### config.mk
export PLATFORM = sky130hd
export DESIGN_NAME = ld_wait_pred
export DESIGN_NICKNAME = d
export VERILOG_FILES = /design/src/rtl/ldw_pkg.sv /design/src/rtl/ldw_table.sv /design/src/rtl/ldw_age_timer.sv /design/src/rtl/ldw_hold.sv /design/src/rtl/ld_wait_pred.sv
export SDC_FILE = /design/constraint.sdc
export NUM_CORES = 2
export LEC_CHECK = 0
export CORE_AREA = 5 5 261 365
export DETAILED_ROUTE_END_ITERATION = 8
export DIE_AREA = 0 0 266 370
export PLACE_DENSITY = 0.73
export SYNTH_ARGS = -nofsm -noshare
export SYNTH_HDL_FRONTEND = slang
export SYNTH_SLANG_ARGS = --single-unit
export TNS_END_PERCENT = 1
### constraint.sdc
create_clock -name clk -period 3 [get_ports clk]
set_input_delay 0.45 -clock clk [delete_from_list [all_inputs] [get_ports clk]]
set_output_delay 0.45 -clock clk [all_outputs]
set_load 0.05 [all_outputs]
### src/rtl/ldw_pkg.sv
package ldw_pkg;

   typedef enum logic {
      LDW_TRAIN_WINS = 1'b0,
      LDW_CLEAR_WINS = 1'b1
   } ldw_prio_e;

endpackage

### src/rtl/ldw_table.sv
module ldw_table
   import ldw_pkg::*;
#(
   parameter int unsigned ENTRIES = 1024,
   parameter int unsigned NRD     = 2,
   parameter ldw_prio_e   PRIO    = LDW_TRAIN_WINS,
   localparam int unsigned IDX_W  = $clog2(ENTRIES)
) (
   input  logic                 clk,
   input  logic                 rst_n,
   input  logic [NRD*IDX_W-1:0] rd_idx,
   output logic [NRD-1:0]       rd_bit,
   input  logic                 wr_en,
   input  logic [IDX_W-1:0]     wr_idx,
   input  logic                 clr
);

   logic [ENTRIES-1:0] bits_q;
   logic [ENTRIES-1:0] bits_d;

   generate
      if ((1 << IDX_W) != ENTRIES) begin : g_bad_entries
         $error("ldw_table: ENTRIES must be a power of two");
      end

      if (PRIO == LDW_TRAIN_WINS) begin : g_train_wins
         always_comb begin
            bits_d = clr ? '0 : bits_q;
            if (wr_en) bits_d[wr_idx] = 1'b1;
         end
      end else begin : g_clear_wins
         always_comb begin
            bits_d = bits_q;
            if (clr)        bits_d = '0;
            else if (wr_en) bits_d[wr_idx] = 1'b1;
         end
      end

      for (genvar k = 0; k < NRD; k++) begin : g_rd
         assign rd_bit[k] = bits_q[rd_idx[k*IDX_W +: IDX_W]];
      end
   endgenerate

   always_ff @(posedge clk) begin
      if (!rst_n) bits_q <= '0;
      else        bits_q <= bits_d;
   end

   // a report is visible on the following cycle
   p_train_sets_r3: assert property (@(posedge clk) disable iff (!rst_n)
      (wr_en && (PRIO == LDW_TRAIN_WINS || !clr)) |=> bits_q[$past(wr_idx)]);

   // a clear without a report empties the table
   p_clear_empties_r6: assert property (@(posedge clk) disable iff (!rst_n)
      (clr && !wr_en) |=> (bits_q == '0));

   // without a report no bit can become set
   p_no_spurious_set_r4: assert property (@(posedge clk) disable iff (!rst_n)
      !wr_en |=> ($countones(bits_q) <= $countones($past(bits_q))));

endmodule

### src/rtl/ldw_age_timer.sv
module ldw_age_timer #(
   parameter int unsigned PERIOD = 16384,
   localparam int unsigned CNT_W = $clog2(PERIOD)
) (
   input  logic clk,
   input  logic rst_n,
   output logic clr
);

   logic [CNT_W-1:0] cnt_q;

   generate
      if (PERIOD < 2) begin : g_bad_period
         $error("ldw_age_timer: PERIOD must be at least 2");
      end
   endgenerate

   assign clr = (cnt_q == CNT_W'(PERIOD - 1));

   always_ff @(posedge clk) begin
      if (!rst_n)   cnt_q <= '0;
      else if (clr) cnt_q <= '0;
      else          cnt_q <= cnt_q + 1'b1;
   end

   // the count stays inside one period
   p_cnt_bound_r6: assert property (@(posedge clk) disable iff (!rst_n)
      (32'(cnt_q) < PERIOD));

   // a clear pulse starts a new period
   p_clr_restart_r6: assert property (@(posedge clk) disable iff (!rst_n)
      clr |=> (cnt_q == '0));

endmodule

### src/rtl/ldw_hold.sv
module ldw_hold #(
   parameter int unsigned NHQ  = 4,
   parameter int unsigned SQ_N = 16
) (
   input  logic                clk,
   input  logic                rst_n,
   input  logic [NHQ-1:0]      hq_wait,
   input  logic [NHQ*SQ_N-1:0] hq_older,
   output logic [NHQ-1:0]      hq_hold
);

   generate
      if (NHQ < 1 || SQ_N < 1) begin : g_bad_dims
         $error("ldw_hold: NHQ and SQ_N must be non-zero");
      end

      for (genvar j = 0; j < NHQ; j++) begin : g_slot
         assign hq_hold[j] = hq_wait[j] && (hq_older[j*SQ_N +: SQ_N] != '0);

         // with no older store pending, the load is released
         p_hold_release_r5: assert property (@(posedge clk) disable iff (!rst_n)
            (hq_older[j*SQ_N +: SQ_N] == '0) |-> !hq_hold[j]);
      end
   endgenerate

endmodule

### src/rtl/ld_wait_pred.sv
module ld_wait_pred
   import ldw_pkg::*;
#(
   parameter int unsigned PC_W       = 32,
   parameter int unsigned PC_LSB     = 2,
   parameter int unsigned ENTRIES    = 1024,
   parameter int unsigned NLK        = 2,
   parameter int unsigned NHQ        = 4,
   parameter int unsigned SQ_N       = 16,
   parameter int unsigned CLR_PERIOD = 16384,
   parameter ldw_prio_e   PRIO       = LDW_TRAIN_WINS
) (
   input  logic                clk,
   input  logic                rst_n,
   input  logic [NLK-1:0]      lk_vld,
   input  logic [NLK*PC_W-1:0] lk_pc,
   output logic [NLK-1:0]      lk_wait,
   input  logic                tr_vld,
   input  logic [PC_W-1:0]     tr_pc,
   input  logic [NHQ-1:0]      hq_wait,
   input  logic [NHQ*SQ_N-1:0] hq_older,
   output logic [NHQ-1:0]      hq_hold
);

   localparam int unsigned IDX_W = $clog2(ENTRIES);

   generate
      if (PC_LSB + IDX_W > PC_W) begin : g_bad_pc
         $error("ld_wait_pred: PC too narrow for table index");
      end
   endgenerate

   logic [NLK*IDX_W-1:0] rd_idx;
   logic [NLK-1:0]       rd_bit;
   logic                 age_clr;

   generate
      for (genvar k = 0; k < NLK; k++) begin : g_lk
         assign rd_idx[k*IDX_W +: IDX_W] = lk_pc[k*PC_W + PC_LSB +: IDX_W];
         assign lk_wait[k]               = lk_vld[k] && rd_bit[k];

         // an idle lookup port never asks a load to wait
         p_idle_port_r8: assert property (@(posedge clk) disable iff (!rst_n)
            !lk_vld[k] |-> !lk_wait[k]);
      end
   endgenerate

   ldw_table #(
      .ENTRIES (ENTRIES),
      .NRD     (NLK),
      .PRIO    (PRIO)
   ) u_table (
      .clk    (clk),
      .rst_n  (rst_n),
      .rd_idx (rd_idx),
      .rd_bit (rd_bit),
      .wr_en  (tr_vld),
      .wr_idx (tr_pc[PC_LSB +: IDX_W]),
      .clr    (age_clr)
   );

   ldw_age_timer #(
      .PERIOD (CLR_PERIOD)
   ) u_timer (
      .clk   (clk),
      .rst_n (rst_n),
      .clr   (age_clr)
   );

   ldw_hold #(
      .NHQ  (NHQ),
      .SQ_N (SQ_N)
   ) u_hold (
      .clk      (clk),
      .rst_n    (rst_n),
      .hq_wait  (hq_wait),
      .hq_older (hq_older),
      .hq_hold  (hq_hold)
   );

endmodule

==> out/qor.csv <==
stage,metric,value,unit
synthesis,Syn Inst Count,5339,
floorplan,die area,98400,um2
clocking,"Clk Latency, worst-skew pair",0.73,ns
synthesis,Netlist cell types,68,
synthesis,"Top FF cell, synth",dfxtp_1,
critical_path,R2R Setup Slk,0.27,ns
critical_path,critical path peak fanout,9,
routing,WL final,215000,um
critical_path,peak per-stage delay on the critical path,0.43,ns
worst_hold_path,WHS Endpoint,u_timer.cnt_q[6],
placed_design,DP HPWL,139000,um
worst_hold_path,Worst Hold Class,input port to flop,
clocking,Num CTS Buffers,100,
synthesis,syn_area_per_cell,9.37,um2
routing,Remaining DRCs,0,
routing,DR WL/cell,30.3,um
floorplan,Initial Util,0.545,
clocking,Root Driver,clkbuf_16,
sta,Final Cycle Share,1.24,
synthesis,Yosys reg bits,1038,
critical_path,"Req. time, crit path",2.55,ns
critical_path,"slowest stage cell, crit path",a221oi_4,
sta,Fin. Hold Viols,0,
cells_and_area,"commonest non-fill, non-tap cell in the layout",nand2_1,
global_route,met2 GRT Util,0.621,
cells_and_area,Final #Nets,5983,
sta,post-route setup slack,-0.730,ns
sta,Setup-failing EPs final,2,
global_route,initial antenna violation count,20,
global_route,number of global-route vias before repair,46214,
sta,RSZ-0062 raised after global routing,yes,
synthesis,YS warnings,0,
worst_hold_path,Hold Startpoint,rst_n,
synthesis,top post-synthesis cells by area,"dfxtp_1, mux4_2, o21ai_0, mux2i_1, nand2_1",
floorplan,num rows,132,
clocking,Worst-path clk slew,0.07,ns
global_route,largest net degree at the start of global routing,170,
clocking,Clock Path Buffers,3,
status,status,"finished, violations left",
sta,actual slew at the worst max-slew pin,0.887,ns
critical_path,critical setup path kind,input port to output pin,
run,Max Cap Viol,0,
synthesis,Synth area leader,dfxtp_1,
synthesis,share of synthesized flip-flops with an asynchronous set or reset,0,
clocking,clk sinks,1038,
cells_and_area,cell area after layout,62800,um2
critical_path,CP startpoint kind,input port,
synthesis,post-synth top area share,0.416,
pwr,Leak,0.0231,uW
global_route,GR Util met1,0.489,
sta,Rel. slew slack,0.409,
routing,DR vias,49064,
synthesis,Syn Nets,5509,
critical_path,worst-path cell chain,clkdlybuf4s15_2 -> buf_12 -> buf_4 -> inv_2 -> buf_4 -> buf_4 -> a21oi_1 -> nor3_2 -> nor4_2 -> buf_4 -> nor4_2 -> buf_4 -> nor4_4 -> a221oi_4 -> buf_6,
floorplan,Core ar.,91800,um2
critical_path,reg2reg start,u_timer.cnt_q[0],
floorplan,I/O Pins,175,
cells_and_area,"Area growth, synth to finish",25.5,%
pwr,Power Dens Cells,495,nW/um2
clocking,# H-tree levels,3,
placed_design,IO buf count,108,
clocking,CTS tree,built,
sta,minimum clock period after layout,3.73,ns
routing,ANT nets after route,0,
sta,worst hold slack,0.173,ns
critical_path,worst r2r dst,u_table.bits_q[24],
placed_design,placed instance area,56500,um2
sta,fmax,268,MHz
cells_and_area,"commonest non-fill, non-tap cells in the layout","nand2_1, dfxtp_1, o21ai_0, buf_4, mux2i_1",
sta,Slew Limit Fails,0,
floorplan,die extent in y,370,um
pwr,maximum VDD drop,462,uV
routing,Via-to-Cell Ratio,6.89,
status,failing checks,negative setup slack,
critical_path,WP data arrival,3.28,ns
placed_design,Final GP Congestion,1.03,
floorplan,Die Width,266,um
global_route,busiest layer in global routing,met2,
worst_hold_path,hold path depth,2,
global_route,gr usage total,0.413,
synthesis,number of synthesized flops with an enable pin,0,
critical_path,Crit. End Element,output pin,
routing,First-pass DRT Iterations,9,
critical_path,cell repeated most along the worst path,buf_4,
synthesis,Syn Std Cell Area,50000,um2
routing,initial DRC count,7347,
global_route,global-route wire length before repair,305000,um
critical_path,Reg2Reg Depth,9,
synthesis,post-synthesis sequential area ratio,0.416,
sta,Max Clock Skew,0.0227,ns
placed_design,DP Worst Slack,-1.52,ns
cells_and_area,layout cells sized above 1,0.247,
global_route,met3 Usage GRT,0.119,
global_route,GR Overflow Total,0,
[report_power, final]
part,switching [uW],internal [uW]
Combinational,2070,1400
Clock,5910,7910
Sequential,10.1,13800
Total,7990,23100
[worst max-delay path by stage]
stage	from	end	slack, ns
floorplan	lk_pc[3]	lk_wait[0]	-0.09
finish	lk_pc[4]	lk_wait[0]	-0.73
detailed placement	lk_pc[4]	lk_wait[0]	-1.52
global route	u_table.bits_q[321]	lk_wait[0]	-0.73
CTS	lk_pc[34]	lk_wait[1]	-0.64
global placement	lk_pc[4]	lk_wait[0]	-1.60
[state kept, by name, indices dropped and copies added, names as in the netlist]
| signal | flops |
|---|---|
| u_timer.cnt_q | 14 |
| u_table.bits_q | 1024 |
[critical path, delay by kind of cell]
kind	cells	cell delay [ns]
buffers and inverters	9	1.69
AOI/OAI and AO/OA	2	0.51
and+or+nand+nor	4	0.62
[through the flow]
step                instances  setup TNS, ns   util  total power, uW
floorplan                5339         -0.168      -            15600
finish                   7118          -1.44  0.684            31100
detailed placement       6841          -2.98  0.616            17000
CTS                      7065          -1.28  0.672            30800
global placement         6841          -3.08  0.616            17000
global route             7104          -1.44  0.683            31600
[routing by layer]
metal	vias to the layer above	part of all wire
met4	10	0.11
met2	3749	0.43
met1	23383	0.34
met3	1266	0.13
li1	20656	-
met5	-	0.00027
[cells by family after synthesis]
logic type	share of synthesized area
and+or+nand+nor	0.115
AOI/OAI and AO/OA	0.191
buffers and inverters	0.0585
xor gates and xnor gates	0.00140
muxes	0.219
DFF	0.416
adders and majority gates	0.000250
[cell usage after synthesis (17+ instances only)]
cell         n
nor3_1      64
o221ai_1   209
nand3_1     55
mux2i_1    506
buf_2       47
buf_6       52
buf_8       25
buf_1       29
o21ai_0   1020
o22ai_1    122
a22o_1      76
nor2_1      80
a211oi_1    18
a21oi_1    107
dfxtp_1   1038
nor4_1      38
clkbuf_1   343
buf_4       17
nand2_1   1052
mux4_2     244
[final cells by class]
| cell class | count | area [um2] |
|---|---|---|
| inverters | 15 | 61.3 |
| repair buffers | 894 | 8990 |
| clock buffers | 130 | 2800 |
| fillers | 7005 | 29100 |
| diodes | 18 | 45.0 |
| clock inverters | 53 | 722 |
| flip-flops and latches | 1038 | 20800 |
| well taps | 1206 | 1510 |
| multi-input cells | 3764 | 27800 |
[timing repair]
action / CTS / global route
hold buffers: 0 / 0
setup endpoints to repair: 2 / 2
resized for setup: 234 / 118
gates cloned: 9 / 7
buffers inserted: 39 / 29
pin swaps: 61 / 65
No activity file was read; power rests on OpenSTA's default activity.
